<file path="src/rtl/otp_seq_pkg.sv">
// Package: shared state type and the device register map used by the
// OTP load sequencer. Assumes a 16-bit register address space.
package otp_seq_pkg;

    typedef enum logic [3:0] {
        S_IDLE, S_BLK, S_DBS, S_CLR1, S_OTP, S_POLL1,
        S_PAGE, S_BUF, S_CLR2, S_LOAD, S_POLL2,
        S_READY, S_CLR3, S_RST, S_POLL3
    } seq_state_t;

    localparam logic [15:0] REG_BLK   = 16'hF100;
    localparam logic [15:0] REG_DBS   = 16'hF101;
    localparam logic [15:0] REG_PAGE  = 16'hF107;
    localparam logic [15:0] REG_BUF   = 16'hF200;
    localparam logic [15:0] REG_CMD   = 16'hF220;
    localparam logic [15:0] REG_INT   = 16'hF241;

    localparam logic [15:0] CODE_OTP  = 16'h0065;
    localparam logic [15:0] CODE_LOAD = 16'h0000;
    localparam logic [15:0] BUF_WORD  = 16'h0800;
    localparam int          INT_BIT   = 15;

endpackage

</file>
<file path="src/rtl/otp_bus_port.sv">
// Bus port: runs one register transfer at a time. A request latches
// address, data and direction; the strobe stays high until bus_ack is
// sampled, then drops. Assumes the responder lowers bus_ack once the
// strobe is low. An abort drops a pending transfer at once.
module otp_bus_port #(
    parameter int AW = 16,
    parameter int DW = 16
) (
    input  logic          clk,
    input  logic          rst_n,
    input  logic          req,
    input  logic          req_wr,
    input  logic [AW-1:0] req_addr,
    input  logic [DW-1:0] req_data,
    input  logic          abort,
    input  logic          bus_ack,
    output logic          bus_wr,
    output logic          bus_rd,
    output logic [AW-1:0] bus_addr,
    output logic [DW-1:0] bus_wdata,
    output logic          xfer_done
);

    logic active;
    logic is_wr;

    // Transfer holding register: capture on request, release on ack or abort.
    always_ff @(posedge clk) begin
        if (!rst_n) begin
            active    <= 1'b0;
            is_wr     <= 1'b0;
            bus_addr  <= '0;
            bus_wdata <= '0;
        end else if (abort) begin
            active    <= 1'b0;
        end else if (active && bus_ack) begin
            active    <= 1'b0;
        end else if (req) begin
            active    <= 1'b1;
            is_wr     <= req_wr;
            bus_addr  <= req_addr;
            bus_wdata <= req_data;
        end
    end

    // Strobes and completion derived from the holding register.
    always_comb begin
        bus_wr    = active && is_wr;
        bus_rd    = active && !is_wr;
        xfer_done = active && bus_ack;
    end

endmodule

</file>
<file path="src/rtl/otp_poll_timer.sv">
// Poll timer: counts cycles spent in a polling state and flags expiry
// once the count reaches the programmed limit. Clears outside polling.
module otp_poll_timer #(
    parameter int TW = 16
) (
    input  logic          clk,
    input  logic          rst_n,
    input  logic          in_poll,
    input  logic [TW-1:0] limit,
    output logic          expired
);

    localparam logic [TW-1:0] CNT_MAX = '1;

    logic [TW-1:0] cnt;

    // Saturating cycle counter, cleared whenever no poll is running.
    always_ff @(posedge clk) begin
        if (!rst_n)              cnt <= '0;
        else if (!in_poll)       cnt <= '0;
        else if (cnt != CNT_MAX) cnt <= cnt + 1'b1;
    end

    // Expiry compare against the programmed limit.
    always_comb expired = in_poll && (cnt >= limit);

endmodule

</file>
<file path="src/rtl/otp_seq_ctrl.sv">
// Sequence controller: steps through the OTP access, load and exit
// phases, asking the bus port for one transfer per state and polling
// the interrupt register after each command. Assumes configuration
// inputs are held stable while busy.
module otp_seq_ctrl
    import otp_seq_pkg::*;
#(
    parameter logic [15:0] RST_CMD = 16'h00F0
) (
    input  logic        clk,
    input  logic        rst_n,
    input  logic        start,
    input  logic        dual_die,
    input  logic        auto_clr,
    input  logic        host_done,
    input  logic [15:0] blk_word,
    input  logic [15:0] dbs_word,
    input  logic [15:0] page_word,
    input  logic        xfer_done,
    input  logic [15:0] rd_data,
    input  logic        expired,
    output logic        req,
    output logic        req_wr,
    output logic [15:0] req_addr,
    output logic [15:0] req_data,
    output logic        in_poll,
    output logic        abort,
    output logic        busy,
    output logic        data_ready,
    output logic        done,
    output logic        err
);

    seq_state_t state, nxt;
    logic       launched;
    logic       poll_hit;

    // Classify the current state and decide the abort condition.
    always_comb begin
        in_poll    = (state == S_POLL1) || (state == S_POLL2) || (state == S_POLL3);
        busy       = (state != S_IDLE);
        data_ready = (state == S_READY);
        poll_hit   = in_poll && xfer_done && rd_data[INT_BIT];
        abort      = in_poll && expired && !poll_hit;
        req        = busy && !data_ready && !launched;
    end

    // Transfer request contents for each state.
    always_comb begin
        req_wr   = 1'b1;
        req_addr = REG_INT;
        req_data = 16'h0000;
        case (state)
            S_BLK:  begin req_addr = REG_BLK;  req_data = blk_word;  end
            S_DBS:  begin req_addr = REG_DBS;  req_data = dbs_word;  end
            S_OTP:  begin req_addr = REG_CMD;  req_data = CODE_OTP;  end
            S_PAGE: begin req_addr = REG_PAGE; req_data = page_word; end
            S_BUF:  begin req_addr = REG_BUF;  req_data = BUF_WORD;  end
            S_LOAD: begin req_addr = REG_CMD;  req_data = CODE_LOAD; end
            S_RST:  begin req_addr = REG_CMD;  req_data = RST_CMD;   end
            S_POLL1, S_POLL2, S_POLL3: req_wr = 1'b0;
            default: ;
        endcase
    end

    // Successor of each state once its step has completed.
    always_comb begin
        case (state)
            S_IDLE:  nxt = S_BLK;
            S_BLK:   nxt = dual_die ? S_DBS : (auto_clr ? S_OTP : S_CLR1);
            S_DBS:   nxt = auto_clr ? S_OTP : S_CLR1;
            S_CLR1:  nxt = S_OTP;
            S_OTP:   nxt = S_POLL1;
            S_POLL1: nxt = S_PAGE;
            S_PAGE:  nxt = S_BUF;
            S_BUF:   nxt = auto_clr ? S_LOAD : S_CLR2;
            S_CLR2:  nxt = S_LOAD;
            S_LOAD:  nxt = S_POLL2;
            S_POLL2: nxt = S_READY;
            S_READY: nxt = auto_clr ? S_RST : S_CLR3;
            S_CLR3:  nxt = S_RST;
            S_RST:   nxt = S_POLL3;
            default: nxt = S_IDLE;
        endcase
    end

    // State register, launch flag and completion/error pulses.
    always_ff @(posedge clk) begin
        if (!rst_n) begin
            state    <= S_IDLE;
            launched <= 1'b0;
            done     <= 1'b0;
            err      <= 1'b0;
        end else begin
            done <= 1'b0;
            err  <= 1'b0;
            if (abort) begin
                state    <= S_IDLE;
                launched <= 1'b0;
                err      <= 1'b1;
            end else if (state == S_IDLE) begin
                if (start) state <= nxt;
            end else if (state == S_READY) begin
                if (host_done) state <= nxt;
            end else if (xfer_done) begin
                launched <= 1'b0;
                if (!in_poll || poll_hit) begin
                    state <= nxt;
                    if (nxt == S_IDLE) done <= 1'b1;
                end
            end else if (req) begin
                launched <= 1'b1;
            end
        end
    end

endmodule

</file>
<file path="src/rtl/otp_load_seq.sv">
// Top: OTP page load sequencer. Packs the select inputs into device
// register words and ties together controller, bus port and poll timer.
// Assumes FBA_W <= 15 and FPA_W + FSA_W <= 16.
module otp_load_seq #(
    parameter int          FBA_W   = 10,
    parameter int          FPA_W   = 6,
    parameter int          FSA_W   = 2,
    parameter int          TMO_W   = 16,
    parameter logic [15:0] RST_CMD = 16'h00F0
) (
    input  logic             clk,
    input  logic             rst_n,
    input  logic             start,
    input  logic             die_sel,
    input  logic [FBA_W-1:0] blk_addr,
    input  logic             buf_die,
    input  logic [FPA_W-1:0] page,
    input  logic [FSA_W-1:0] sector,
    input  logic             dual_die,
    input  logic             auto_clr,
    input  logic [TMO_W-1:0] poll_limit,
    input  logic             host_done,
    output logic             bus_wr,
    output logic             bus_rd,
    output logic [15:0]      bus_addr,
    output logic [15:0]      bus_wdata,
    input  logic [15:0]      bus_rdata,
    input  logic             bus_ack,
    output logic             busy,
    output logic             data_ready,
    output logic             done,
    output logic             err
);

    localparam int BLK_PAD = 15 - FBA_W;
    localparam int PG_PAD  = 16 - FPA_W - FSA_W;

    logic [15:0] blk_word, dbs_word, page_word;
    logic        req, req_wr, in_poll, abort, expired, xfer_done;
    logic [15:0] req_addr, req_data;

    // Register word packing from the select inputs.
    always_comb begin
        blk_word  = {die_sel, {BLK_PAD{1'b0}}, blk_addr};
        dbs_word  = {buf_die, 15'h0000};
        page_word = {{PG_PAD{1'b0}}, page, sector};
    end

    otp_seq_ctrl #(.RST_CMD(RST_CMD)) u_ctrl (
        .clk        (clk),
        .rst_n      (rst_n),
        .start      (start),
        .dual_die   (dual_die),
        .auto_clr   (auto_clr),
        .host_done  (host_done),
        .blk_word   (blk_word),
        .dbs_word   (dbs_word),
        .page_word  (page_word),
        .xfer_done  (xfer_done),
        .rd_data    (bus_rdata),
        .expired    (expired),
        .req        (req),
        .req_wr     (req_wr),
        .req_addr   (req_addr),
        .req_data   (req_data),
        .in_poll    (in_poll),
        .abort      (abort),
        .busy       (busy),
        .data_ready (data_ready),
        .done       (done),
        .err        (err)
    );

    otp_bus_port #(.AW(16), .DW(16)) u_port (
        .clk       (clk),
        .rst_n     (rst_n),
        .req       (req),
        .req_wr    (req_wr),
        .req_addr  (req_addr),
        .req_data  (req_data),
        .abort     (abort),
        .bus_ack   (bus_ack),
        .bus_wr    (bus_wr),
        .bus_rd    (bus_rd),
        .bus_addr  (bus_addr),
        .bus_wdata (bus_wdata),
        .xfer_done (xfer_done)
    );

    otp_poll_timer #(.TW(TMO_W)) u_timer (
        .clk     (clk),
        .rst_n   (rst_n),
        .in_poll (in_poll),
        .limit   (poll_limit),
        .expired (expired)
    );

endmodule

</file>
<file path="config.mk">
export PLATFORM = sky130hd
export DESIGN_NAME = otp_load_seq
export DESIGN_NICKNAME = d
export VERILOG_FILES = /design/src/rtl/otp_seq_pkg.sv /design/src/rtl/otp_bus_port.sv /design/src/rtl/otp_poll_timer.sv /design/src/rtl/otp_seq_ctrl.sv /design/src/rtl/otp_load_seq.sv
export SDC_FILE = /design/constraint.sdc
export NUM_CORES = 1
export LEC_CHECK = 0
export BUFFER_PORTS_ARGS = -buffer_cell sky130_fd_sc_hd__buf_4
export CAP_MARGIN = 20
export CORE_AREA = 2 2 140 87
export DETAILED_ROUTE_END_ITERATION = 10
export DIE_AREA = 0 0 142 89
export PLACE_DENSITY = 0.55
export SLEW_MARGIN = 0
export SYNTH_ARGS = -nofsm -noshare
export SYNTH_HDL_FRONTEND = slang
export SYNTH_HIERARCHICAL = 1
export SYNTH_SLANG_ARGS = --single-unit
</file>
<file path="constraint.sdc">
create_clock -name clk -period 4.55 [get_ports clk]
set_input_delay 1.365 -clock clk [delete_from_list [all_inputs] [get_ports clk]]
set_output_delay 1.365 -clock clk [all_outputs]
set_load 0.05 [all_outputs]
</file>
* Word level (Yosys, flattened, before mapping)
Index checks and enable logic that the tools add are counted.
** Word-level totals
- Memory bits (writable) :: 0
- Bits in latches :: 0
- Output and inout bits :: 38
- Bits in read-only memories :: 0
- Bits of input ports :: 59
- Word-level logic and storage cells :: 85
- Bits in registers :: 57
- Memories :: 0
** Cells by class
- Muxes and demuxes :: 18
- $lt $le $gt $ge :: 1
- $mul :: 0
- Bitwise logic cells :: 6
- Shifts and indexed selects :: 0
- Reduce and logical (&&, ||, !) cells :: 33
- Divide/modulo/power cells :: 0
- Eq/ne operators :: 17
- Add/sub/neg operators :: 1
** Operator list (number)
- 16-bit case mux with 6 select lines :: 1
- 4-bit case mux with 14 select lines :: 1
- 10-bit case mux with 5 select lines :: 1
- 4-bit == test, second input constant :: 7
- 4-bit 2-to-1 mux :: 7
- 16-bit by 1-bit adder with 16-bit output, second input constant :: 1
- 4-bit by 3-bit == test with 1-bit output, second input constant :: 4
- 16-bit greater-or-equal comparator :: 1
- 16-bit != test, second input constant :: 1
- 1-bit logical AND :: 10
- 3-bit OR reduction :: 3
- 4-bit by 2-bit == test with 1-bit output, second input constant :: 2
- 4-bit logical NOT :: 2
- 1-bit 2-to-1 mux :: 7
- 1-bit NOT :: 6
- 3-bit AND reduction :: 2
- 3-bit nonzero test :: 2
- 6-bit OR reduction :: 1
- 1-bit logical NOT :: 5
- 4-bit by 1-bit == test with 1-bit output, second input constant :: 1
- 4-bit AND reduction :: 1
- 4-bit nonzero test :: 1
- 1-bit logical OR :: 3
- 3-bit 2-to-1 mux :: 1
- other kinds (5) :: 5

* Longest topological paths before layout
- Depth in word-level cells :: 10
- Mapped depth :: 12

* Cells and area by module
Netlist, hierarchy kept.
** Modules (own cells, without submodules)
- otp_bus_port :: seq. area each 680.7 µm², times used 1, area an instance 1403.8 µm², cells an instance 150
- otp_poll_timer :: seq. area each 320.3 µm², times used 1, area an instance 1226.2 µm², cells an instance 157
- otp_seq_ctrl :: seq. area each 140.1 µm², times used 1, area an instance 1052.3 µm², cells an instance 151
- otp_load_seq :: seq. area each 0.0 µm², times used 1, area an instance 3.8 µm², cells an instance 1

* Least setup slack after synthesis
No wires, ideal clock.
- Kind :: input port to flip-flop
- From :: input poll_limit[15]
- To :: register u_port.bus_addr[0]
- Path buffers :: 2
- Arrival time :: 3451 ps
- Setup slack :: 981 ps
- Data required time :: 4432 ps
- Stages :: 12
- Setup time :: 118 ps
- Cell sequence :: inv_1 -> ha_1 -> nand4_1 -> or3_1 -> a221oi_1 -> o41a_1 -> a21bo_2 -> a21oi_1 -> nor3b_2 -> buf_6 -> buf_12 -> mux2i_1
** Between the ends
- Cells in the longest elaborated chain, start to end :: 6
** RTL lines
- start: declaration :: line otp_load_seq.sv:21 : input logic [TMO_W-1:0] poll_limit,
- 16-bit greater-or-equal comparator :: line otp_poll_timer.sv:25 : always_comb expired = in_poll && (cnt >= limit);
- 1-bit logical AND :: line otp_poll_timer.sv:25
- via expired :: line otp_load_seq.sv:39 : logic req, req_wr, in_poll, abort, expired, xfer_done;
- 1-bit logical AND (2 in a row) :: line otp_seq_ctrl.sv:44 : abort = in_poll && expired && !poll_hit;
- via abort :: line otp_load_seq.sv:39
- 1-bit NOT (no source line)
- 3-bit AND reduction (no source line)
- end signal: assignment :: line otp_bus_port.sv:41 : bus_addr <= req_addr;
- end: declaration :: line otp_bus_port.sv:19 : output logic [AW-1:0] bus_addr,
The timed path passes the listed nets, and every way through them passes these cells.
A chain may end at the register's enable or synchronous reset.

* Worst setup path in the final report
- From :: input poll_limit[15]
- To :: register u_port.bus_addr[9]
The elaborated chain is that of the path after synthesis.

==> results.toml <==
[run_status]
status = "finished clean"

[job]
cap_viol_max_count = 0

[floorplanning]
row_count = 30
coreArea_um2 = 11200
die_w_um = 142
io_pins = 97
design.die.area_um2 = 12600
die_y_um = 89
start_util_pct = 32.8

[clocking]
post_cts.repair.setup_buffers = 0
hold_buffers = 0
cts_max_path_buffers = 2
clock_latency_ps = 330
tritoncts = "built"
numCtsBuffers = 9
cts_sinks = 57
clk_pin_slew_ps = 60
cts_max_level = 3
cts_resized = 0
root_buffer = "clkbuf_16"

[worst_setup_path]
start_kind = "primary input"
r2r_cells = 10
critPathMaxFanout = 24
arrival_ps = 4120
startpoint = "poll_limit[15]"
r2r-end = "u_port/bus_addr[9]$_SDFFE_PN0P_"
path_class = "in -> reg"
cp_data_required_time_ps = 4760
r2r_slack_ps = 1400
crit_path_end_kind = "flop"
rr_startpoint = "u_timer/cnt[13]$_SDFFE_PN0P_"

[synthesis]
synth_top_family_by_area = "simple AND/OR/NAND/NOR gates"
ys.flop_type = "dfxtp_1"
synth-edff-count = 0
async_reset_ff_share_pct = 0
netlist_area_um2 = 3690
synthAdderAreaFrac_pct = 5.77
ys_seq_area_share_pct = 31.0
muxShareOfSynthArea_pct = 10.0
synth_xor_area_share_pct = 0.713
ys_types = 63
synth_top_area_share_pct = 31.0
synth_seq_cells = 57
yosys.area_share.simple_pct = 23.5
yosys_warnings = 6
synth-compound-area-share_pct = 18.3
synth_most_common_cell = "nand2_1"
syn_inst = 459
avgSynthCellArea_um2 = 8.03
synthTopCellsByCount = "nand2_1 (87), dfxtp_1 (57), mux2i_1 (37)"
synth_top_area_cell = "dfxtp_1"
synth_area_leaders = "dfxtp_1 (31%), mux2i_1 (10%), nand2_1 (8.9%)"

[drt]
top_layer = "met4"
drt-initial-drc-count = 252
wl_um = 10200
wl_met2_um = 4230
dr.pass1.iters = 7
antenna_left = 0
drc = 0
via_per_inst = 5.00
wl_met3_um = 562
via_count = 3516
post_drt_wl_per_cell_um = 14.6
drt-met1-wl_um = 5300

[global_routing]
grt_pass1_wl_um = 16700
grt_usage_pct = 16.9
grt_overflow_total = 0
grt_max_degree = 75
antenna_found_initial = 0
first_global_vias = 3325

[timing]
maxSlewViolCount = 0
skew_ps = 7.80
worst_pin_slew_ps = 953
setup_tns_ps = 0
hold_violations = 0
period_minus_slack_ps = 3910
clock.fmax_ghz = 0.256
relSlewSlack_pct = 36.3
rsz0062_at_grt = "no"
fin_crit_sh_pct = 85.9
finalSetupViolCount = 0

[power]
power_w = 0.00185
powerDensity_nw_per_um2 = 390
leakage_nw = 2.11
peakVddDrop_uv = 233

[placement]
gp_congestion = 0.795
dp.cells = 687
hpwl_um = 7640
port_buffers = 81

[layout]
nNetsFinal = 630
finalNonFillerCells = 703
drive_gt1_share_pct = 20.4
n_antenna_cell = 0
syn2layout_area_growth_pct = 28.9

[min_path]
hold_depth = 2
worst_hold_path_type = "reg -> reg"
worstHoldStart = "u_port/bus_addr[3]$_SDFFE_PN0P_"
holdPathEnd = "u_port/bus_addr[3]$_SDFFE_PN0P_"
-- through the flow --
| step | area [um2] | setup WS (ps) | hold slack [ps] | util (%) |
|---|---|---|---|---|
| finish | 4750 | 643 | 456 | 42.3 |
| global route | 4750 | 470 | 472 | 42.3 |
| CTS | 4750 | 670 | 458 | 42.3 |
| detailed placement | 4400 | 330 | 448 | 39.2 |
| global placement | 4400 | 357 | 442 | 39.2 |
| floorplan | 3810 | 981 | 444 | - |
-- layout by cell type (no fill, tap or decap), types with 5 or more instances in the layout --
cell type / count
a21oi_1: 27
a222oi_1: 9
a22oi_1: 6
and2_1: 5
buf_4: 83
clkbuf_16: 9
conb_1: 37
dfxtp_1: 57
ha_1: 17
inv_1: 34
mux2i_1: 37
nand2_1: 87
nand2b_1: 5
nand3_1: 8
nand4_1: 7
nor2_1: 20
nor3_1: 13
o21ai_0: 19
o21ai_1: 5
or3_1: 7
-- kinds of logic after synthesis --
logic type / count (synthesis)
AND/OR/NAND/NOR: 175
AO/OA/AOI/OAI: 97
buffers and inverters: 70
flip-flops: 57
multiplexers: 37
adder cells (fa/ha/maj): 17
other: 3
XOR/XNOR: 3
-- per-layer routing --
layer  vias up  global-route usage [%]
li1       1777                       -
met1      1631                    24.6
met2        96                    24.5
met3        12                    4.34
met4         0                    5.36
met5         -                       0
-- worst max path at each step --
stage                                             end  depth (start not counted)
floorplan             u_port/bus_addr[0]$_SDFFE_PN0P_                         12
global placement     u_port/bus_wdata[5]$_SDFFE_PN0P_                         12
detailed placement  u_port/bus_wdata[15]$_SDFFE_PN0P_                         12
CTS                 u_port/bus_wdata[15]$_SDFFE_PN0P_                         12
global route         u_port/bus_wdata[5]$_SDFFE_PN0P_                         12
finish                u_port/bus_addr[9]$_SDFFE_PN0P_                         12
-- area by class of cell --
type | instances | area, um2
clock inverter | 6 | 115
tap | 144 | 180
multi-input combinational | 366 | 2300
fill | 1128 | 6470
inverter | 36 | 135
clock buffer | 10 | 239
timing repair buffer | 84 | 643
sequential | 57 | 1140
-- where the power goes --
part,total [W],switching [W],leakage [nW],internal [W]
clock,0.000794,0.000243,0.169,0.000551
sequential,0.000578,0.0000381,0.462,0.000540
combinational,0.000482,0.000301,1.48,0.000181
-- registers in the layout, indices dropped and copies added (netlist names) --
name / flops
u_ctrl/err: 1
u_ctrl/launched: 1
u_port/bus_addr: 16
u_port/active: 1
u_port/bus_wdata: 16
u_port/is_wr: 1
u_ctrl/state: 4
u_timer/cnt: 16
u_ctrl/done: 1
-- worst max-delay path, cell delays in order --
cell and delay, ps:
buf_4 80, inv_1 30, ha_1 300, nand4_1 210, or3_1 450, a221oi_1 240
o41a_1 200, a21bo_2 230, a21oi_1 400, nor3b_4 210, buf_12 230, mux2i_1 140
(Power assumes the default switching activity.)
